File: config.mk
export PLATFORM = sky130hd
export DESIGN_NAME = cwu_engine
export DESIGN_NICKNAME = d
export VERILOG_FILES = /design/src/rtl/cwu_pkg.sv /design/src/rtl/cwu_lane.sv /design/src/rtl/cwu_seq.sv /design/src/rtl/cwu_engine.sv
export SDC_FILE = /design/constraint.sdc
export NUM_CORES = 1
export LEC_CHECK = 0
export BUFFER_PORTS_ARGS = -buffer_cell sky130_fd_sc_hd__buf_4
export CORE_ASPECT_RATIO = 0.75
export CORE_MARGIN = 2
export CORE_UTILIZATION = 45
export DETAILED_ROUTE_END_ITERATION = 8
export PLACE_DENSITY = 0.65
export SLEW_MARGIN = 20
export SYNTH_ARGS = -nofsm -noshare
export SYNTH_HDL_FRONTEND = slang
export SYNTH_SLANG_ARGS = --single-unit
File: constraint.sdc
create_clock -name clk -period 10.05 [get_ports clk]
set_clock_uncertainty 0.1 [all_clocks]
set_input_delay 0 -clock clk [delete_from_list [all_inputs] [get_ports clk]]
set_output_delay 0 -clock clk [all_outputs]
set_load 0.01 [all_outputs]
File: src/rtl/cwu_pkg.sv
package cwu_pkg;
    typedef enum logic [1:0] {
        ST_IDLE,
        ST_FETCH,
        ST_APPLY,
        ST_FINISH
    } cwu_state_e;
endpackage

File: src/rtl/cwu_lane.sv
module cwu_lane #(
    parameter int W   = 5,
    parameter int SHW = 3
) (
    input  logic                clk,
    input  logic                rst_n,
    input  logic signed [W-1:0] t_i,
    input  logic signed [W-1:0] t_j,
    input  logic signed [W-1:0] s_i,
    input  logic signed [W-1:0] s_j,
    input  logic signed [W-1:0] w_old,
    input  logic [SHW-1:0]      shift,
    output logic signed [W-1:0] w_new
);
    localparam int PW = 2 * W;
    localparam int DW = PW + 1;
    localparam int SW = DW + 1;
    localparam logic signed [SW-1:0] WMAX = SW'(2 ** (W - 1) - 1);
    localparam logic signed [SW-1:0] WMIN = SW'(-(2 ** (W - 1)));

    logic signed [PW-1:0] prod_t;
    logic signed [PW-1:0] prod_s;
    logic signed [DW-1:0] diff;
    logic signed [DW-1:0] scaled;
    logic signed [SW-1:0] sum;

    always_comb begin
        prod_t = PW'(t_i) * PW'(t_j);
        prod_s = PW'(s_i) * PW'(s_j);
        diff   = DW'(prod_t) - DW'(prod_s);
        scaled = diff >>> shift;
        sum    = SW'(scaled) + SW'(w_old);
        if (sum > WMAX)
            w_new = WMAX[W-1:0];
        else if (sum < WMIN)
            w_new = WMIN[W-1:0];
        else
            w_new = sum[W-1:0];
    end


    no_change_chk: assert property (@(posedge clk) disable iff (!rst_n)
        (prod_t == prod_s) |-> (w_new == w_old));

    sat_high_chk: assert property (@(posedge clk) disable iff (!rst_n)
        ((SW'(w_old) == WMAX) && (prod_t >= prod_s)) |-> (SW'(w_new) == WMAX));

    sat_low_chk: assert property (@(posedge clk) disable iff (!rst_n)
        ((SW'(w_old) == WMIN) && (prod_t <= prod_s)) |-> (SW'(w_new) == WMIN));
endmodule

File: src/rtl/cwu_seq.sv
module cwu_seq
    import cwu_pkg::*;
#(
    parameter int N_NEU = 16,
    parameter int LANES = 4,
    parameter int SHW   = 3,
    parameter int GRPS  = N_NEU / LANES,
    parameter int RW    = $clog2(N_NEU),
    parameter int GW    = (GRPS > 1) ? $clog2(GRPS) : 1,
    parameter int WA    = $clog2(N_NEU * GRPS)
) (
    input  logic           clk,
    input  logic           rst_n,
    input  logic           start,
    input  logic [SHW-1:0] lr_shift,
    output logic [RW-1:0]  row,
    output logic [GW-1:0]  grp,
    output logic [SHW-1:0] shift_q,
    output logic [WA-1:0]  addr,
    output logic           rd_en,
    output logic           wr_en,
    output logic           busy,
    output logic           done
);
    cwu_state_e state, nxt;
    logic       last;

    assign last = (row == RW'(N_NEU - 1)) && (grp == GW'(GRPS - 1));
    assign addr = WA'(row) * WA'(GRPS) + WA'(grp);

    always_comb begin
        nxt = state;
        unique case (state)
            ST_IDLE:   if (start) nxt = ST_FETCH;
            ST_FETCH:  nxt = ST_APPLY;
            ST_APPLY:  nxt = last ? ST_FINISH : ST_FETCH;
            ST_FINISH: nxt = ST_IDLE;
            default:   nxt = ST_IDLE;
        endcase
    end

    always_ff @(posedge clk or negedge rst_n) begin
        if (!rst_n) state <= ST_IDLE;
        else        state <= nxt;
    end

    always_ff @(posedge clk or negedge rst_n) begin
        if (!rst_n) begin
            row     <= '0;
            grp     <= '0;
            shift_q <= '0;
        end else if (state == ST_IDLE && start) begin
            row     <= '0;
            grp     <= '0;
            shift_q <= lr_shift;
        end else if (state == ST_APPLY && !last) begin
            if (grp == GW'(GRPS - 1)) begin
                grp <= '0;
                row <= row + 1'b1;
            end else begin
                grp <= grp + 1'b1;
            end
        end
    end

    always_comb begin
        rd_en = (state == ST_FETCH);
        wr_en = (state == ST_APPLY);
        done  = (state == ST_FINISH);
        busy  = (state != ST_IDLE);
    end


    busy_rise_chk: assert property (@(posedge clk) disable iff (!rst_n)
        $rose(busy) |-> $past(start));

    rd_wr_pair_chk: assert property (@(posedge clk) disable iff (!rst_n)
        wr_en |-> ($past(rd_en) && ($past(addr) == addr)));

    shift_hold_chk: assert property (@(posedge clk) disable iff (!rst_n)
        busy |=> $stable(shift_q));

    done_after_wb_chk: assert property (@(posedge clk) disable iff (!rst_n)
        done |-> $past(wr_en));

    done_single_chk: assert property (@(posedge clk) disable iff (!rst_n)
        done |=> (!done && !busy));
endmodule

File: src/rtl/cwu_engine.sv
module cwu_engine #(
    parameter int N_NEU = 16,
    parameter int LANES = 4,
    parameter int W     = 5,
    parameter int SHW   = 3,
    parameter int GRPS  = N_NEU / LANES,
    parameter int RW    = $clog2(N_NEU),
    parameter int GW    = (GRPS > 1) ? $clog2(GRPS) : 1,
    parameter int WA    = $clog2(N_NEU * GRPS)
) (
    input  logic               clk,
    input  logic               rst_n,
    input  logic               start,
    input  logic [SHW-1:0]     lr_shift,
    input  logic [N_NEU*W-1:0] teach_act,
    input  logic [N_NEU*W-1:0] stud_act,
    output logic               mem_rd_en,
    output logic [WA-1:0]      mem_rd_addr,
    input  logic [LANES*W-1:0] mem_rd_data,
    output logic               mem_wr_en,
    output logic [WA-1:0]      mem_wr_addr,
    output logic [LANES*W-1:0] mem_wr_data,
    output logic [LANES-1:0]   mem_wr_mask,
    output logic               busy,
    output logic               done
);
    logic [RW-1:0]  row;
    logic [GW-1:0]  grp;
    logic [SHW-1:0] shift_q;
    logic [WA-1:0]  addr;
    logic [LANES-1:0] lane_mask;

    cwu_seq #(.N_NEU(N_NEU), .LANES(LANES), .SHW(SHW)) u_seq (
        .clk      (clk),
        .rst_n    (rst_n),
        .start    (start),
        .lr_shift (lr_shift),
        .row      (row),
        .grp      (grp),
        .shift_q  (shift_q),
        .addr     (addr),
        .rd_en    (mem_rd_en),
        .wr_en    (mem_wr_en),
        .busy     (busy),
        .done     (done)
    );

    assign mem_rd_addr = addr;
    assign mem_wr_addr = addr;
    assign mem_wr_mask = mem_wr_en ? lane_mask : '0;

    for (genvar k = 0; k < LANES; k++) begin : g_lane
        logic [RW-1:0] col;
        logic [W-1:0]  w_out;
        assign col          = RW'(int'(grp) * LANES + k);
        assign lane_mask[k] = (col > row);

        cwu_lane #(.W(W), .SHW(SHW)) u_lane (
            .clk   (clk),
            .rst_n (rst_n),
            .t_i   (teach_act[int'(row) * W +: W]),
            .t_j   (teach_act[int'(col) * W +: W]),
            .s_i   (stud_act[int'(row) * W +: W]),
            .s_j   (stud_act[int'(col) * W +: W]),
            .w_old (mem_rd_data[k * W +: W]),
            .shift (shift_q),
            .w_new (w_out)
        );
        assign mem_wr_data[k * W +: W] = w_out;
    end


    lower_rows_chk: assert property (@(posedge clk) disable iff (!rst_n)
        (mem_wr_en && (mem_wr_addr >= WA'((N_NEU - 1) * GRPS))) |-> (mem_wr_mask == '0));

    mask_idle_chk: assert property (@(posedge clk) disable iff (!rst_n)
        !mem_wr_en |-> (mem_wr_mask == '0));
endmodule

==> results.sh <==
export IMPL_preCtsSetupSlack_ns=0.5061
export IMPL_numClockSinks=11
export IMPL_antenna_found_initial=0
export IMPL_cts_made_buffers=3
export IMPL_finalWorstSetupSlack_ns=0.4537
export IMPL_syn_avg_cell_area_um2=9.117
export IMPL_ys_seq_area_share_pct=1.751
export IMPL_synthFlopType="dfrtp_1"
export IMPL_cts_buffer_depth=2
export IMPL_drcViolationCount=0
export IMPL_worstMarginPinSlew_ns=0.9745
export IMPL_cp_required_ns=9.95
export IMPL_dp_hpwl_um=39030
export IMPL_synth_seq_cells=11
export IMPL_min_period_over_period_pct=95.49
export IMPL_first_iter_violations=1249
export IMPL_ios=226
export IMPL_synth_area_um2=15720
export IMPL_async_reset_ff_share_pct=100.0
export IMPL_root_buffer="clkbuf_16"
export IMPL_fmax_ghz=0.1042
export IMPL_arrival_ns=9.50
export IMPL_viasPerCell=5.807
export IMPL_n_antenna_cell=0
export IMPL_slowest_delay_ns=0.68
export IMPL_min_period_ns=9.596
export IMPL_status="finished clean"
export IMPL_postRouteAntennaNets=0
export IMPL_initial_utilization_pct=45.49
export IMPL_drv_cap=0
export IMPL_die_x_um=219.8
export IMPL_coreArea_um2=34550
export IMPL_grt_max_degree=48
export IMPL_post_dp_cell_area_um2=17750
export IMPL_synth_nets=2289
export IMPL_dr_pass1_iters=5
export IMPL_vias=13704
export IMPL_worstPathMaxFanout=21
export IMPL_grt_first_pass_wirelength_um=75240
export IMPL_final_nets=2469
export IMPL_final_cell_mix="inv_1, buf_4, fa_1, ha_1, and2_1"
export IMPL_ys_types=87
export IMPL_yosysWarnings=0
export IMPL_h_tree_depth=1
export IMPL_met1_usage_pct=37.32
export IMPL_nFillCells=3190
export IMPL_synth_edf_count=0
export IMPL_cts_tree="done"
export IMPL_endpoint_kind="primary output"
export IMPL_gr_total_overflow=0
export IMPL_wire_per_inst_um=20.10
export IMPL_gp_congestion=0.9389
export IMPL_grt_pass1_vias=14174
export IMPL_path_clk_slew_ns=0.05
export IMPL_start_kind="flop"
export IMPL_met2_usage_pct=41.97
export IMPL_gr_max_usage_layer="met2"
export IMPL_track_usage_pct=25.71
export IMPL_finalSetupViolations=0
export IMPL_io_buffer_count=225
export IMPL_dieArea_um2=36450
export IMPL_rows=59
export IMPL_hp_class="in -> async"
export IMPL_fin_area_um2=18070
export IMPL_path_class="reg -> out"
export IMPL_finalHoldViolations=0
export IMPL_maxSlewViolCount=0
export IMPL_area_delta_synth_final_pct=14.95
export IMPL_cp_common_cell="fa_1"
export IMPL_die_y_um=165.9
export IMPL_finalWirelength_um=47440
export IMPL_drive_gt1_share_pct=20.60
export IMPL_syn_instance_count=1724
export IMPL_relSlewSlack_pct=34.96
export IMPL_worst_skew_pair_late_latency_ns=0.25
export IMPL_layout_commonest_cell="inv_1"
export IMPL_cp_slowest_cell="mux4_2"
export IMPL_grt_use_met3_pct=2.949
[state kept, by name, summed over array words and instances, names as in the netlist]
signal and cells:
u_seq.shift_q 3, u_seq.grp 2, u_seq.row 4, u_seq.state 2
[through the flow]
stage | utilization [%] | std cells | TNS [ns] | hold WS [ns]
finish | 52.30 | 2360 | 0 | 0.04642
global placement | 51.39 | 2344 | 0 | -0.2437
detailed placement | 51.39 | 2344 | 0 | -0.2424
floorplan | - | 1724 | 0 | -0.3956
global route | 52.30 | 2360 | -0.007631 | 0.05869
CTS | 51.77 | 2353 | 0 | 0.04673
[what timing repair did]
action                                 in CTS  in global routing
resized for setup                           0                  8
hold buffers                                5                  0
setup endpoints to repair                   0                 11
buffers inserted                            0                  2
endpoints found under the hold margin      15                  0
[worst paths after layout]
| path | from | end | slack (ns) | cells past startpoint |
|---|---|---|---|---|
| hold reg to reg | u_seq.state[0]$_DFFE_PN0P_ | u_seq.state[0]$_DFFE_PN0P_ | 0.38 | 1 |
| hold / removal | rst_n | u_seq.grp[1]$_DFFE_PN0P_ | 0.05 | 2 |
| setup reg to reg | u_seq.grp[0]$_DFFE_PN0P_ | u_seq.row[3]$_DFFE_PN0P_ | 7.68 | 7 |
| max in group asynchronous | rst_n | u_seq.row[1]$_DFFE_PN0P_ | 9.61 | 2 |
| setup / recovery | u_seq.row[0]$_DFFE_PN0P_ | mem_wr_data[12] | 0.45 | 28 |
| min in group clk | mem_rd_data[10] | mem_wr_data[10] | 0.32 | 4 |
[metal layers]
layer	wire, um	share of wire, %	vias to the layer above
met4	828	1.7	0
li1	-	-	6260
met2	22300	47	524
met5	0	0	-
met3	3297	6.9	73
met1	21020	44	6847
[layout make-up]
| class | instances | area (um2) | share of cell area (%) |
|---|---|---|---|
| flip-flops and latches | 11 | 285.3 | 1.579 |
| multi-input cells | 1346 | 14120 | 78.14 |
| well taps | 457 | 571.8 | 3.165 |
| clock buffers | 3 | 75.07 | 0.4155 |
| clock inverters | 1 | 5.005 | 0.02770 |
| repair buffers | 246 | 1897 | 10.50 |
| inverters | 296 | 1115 | 6.170 |
[cells by family after synthesis]
family	share of synthesized area, %
flip-flops	1.751
AO/OA/AOI/OAI	13.34
XOR/XNOR	4.625
adder cells (fa/ha/maj)	40.11
AND/OR/NAND/NOR	14.47
multiplexers	16.48
buffers and inverters	9.226
[worst max-delay path: cells and delay by family (launching register included)]
kind	cells	cell delay, ns
buffers and inverters	4	0.44
flip-flops	1	0.47
adder cells (fa/ha/maj)	7	3.30
XOR/XNOR	1	0.18
AO/OA/AOI/OAI	8	2.23
AND/OR/NAND/NOR	5	0.84
multiplexers	3	1.74
[Yosys cell counts (all sizes together) (6+ instances only)]
cell	count	share of area, %
dfrtp	11	1.8
nor4	6	0.24
o211ai	7	0.37
nor2	91	2.2
clkbuf	42	1.0
inv	294	7.0
a21o	20	0.97
and2	114	4.5
or3	9	0.36
mux4	100	14
nand4	6	0.24
mux2i	18	1.1
a211oi	26	1.3
nand2b	24	0.96
nor2b	24	0.96
a21oi	80	2.5
o31a	6	0.33
nor3	26	0.89
fa	208	26
nand2	106	2.5
o21bai	6	0.31
a311oi	7	0.43
xnor2	57	3.2
mux2	14	1.0
o21ai	82	2.6
buf	33	1.2
o21a	20	0.96
ha	171	14
and3	8	0.32
nand3	9	0.29
xor2	20	1.1
Power is left out: the tool's default activity adds up to more than one toggle a clock period on the data nets, which glitch-free logic cannot reach.
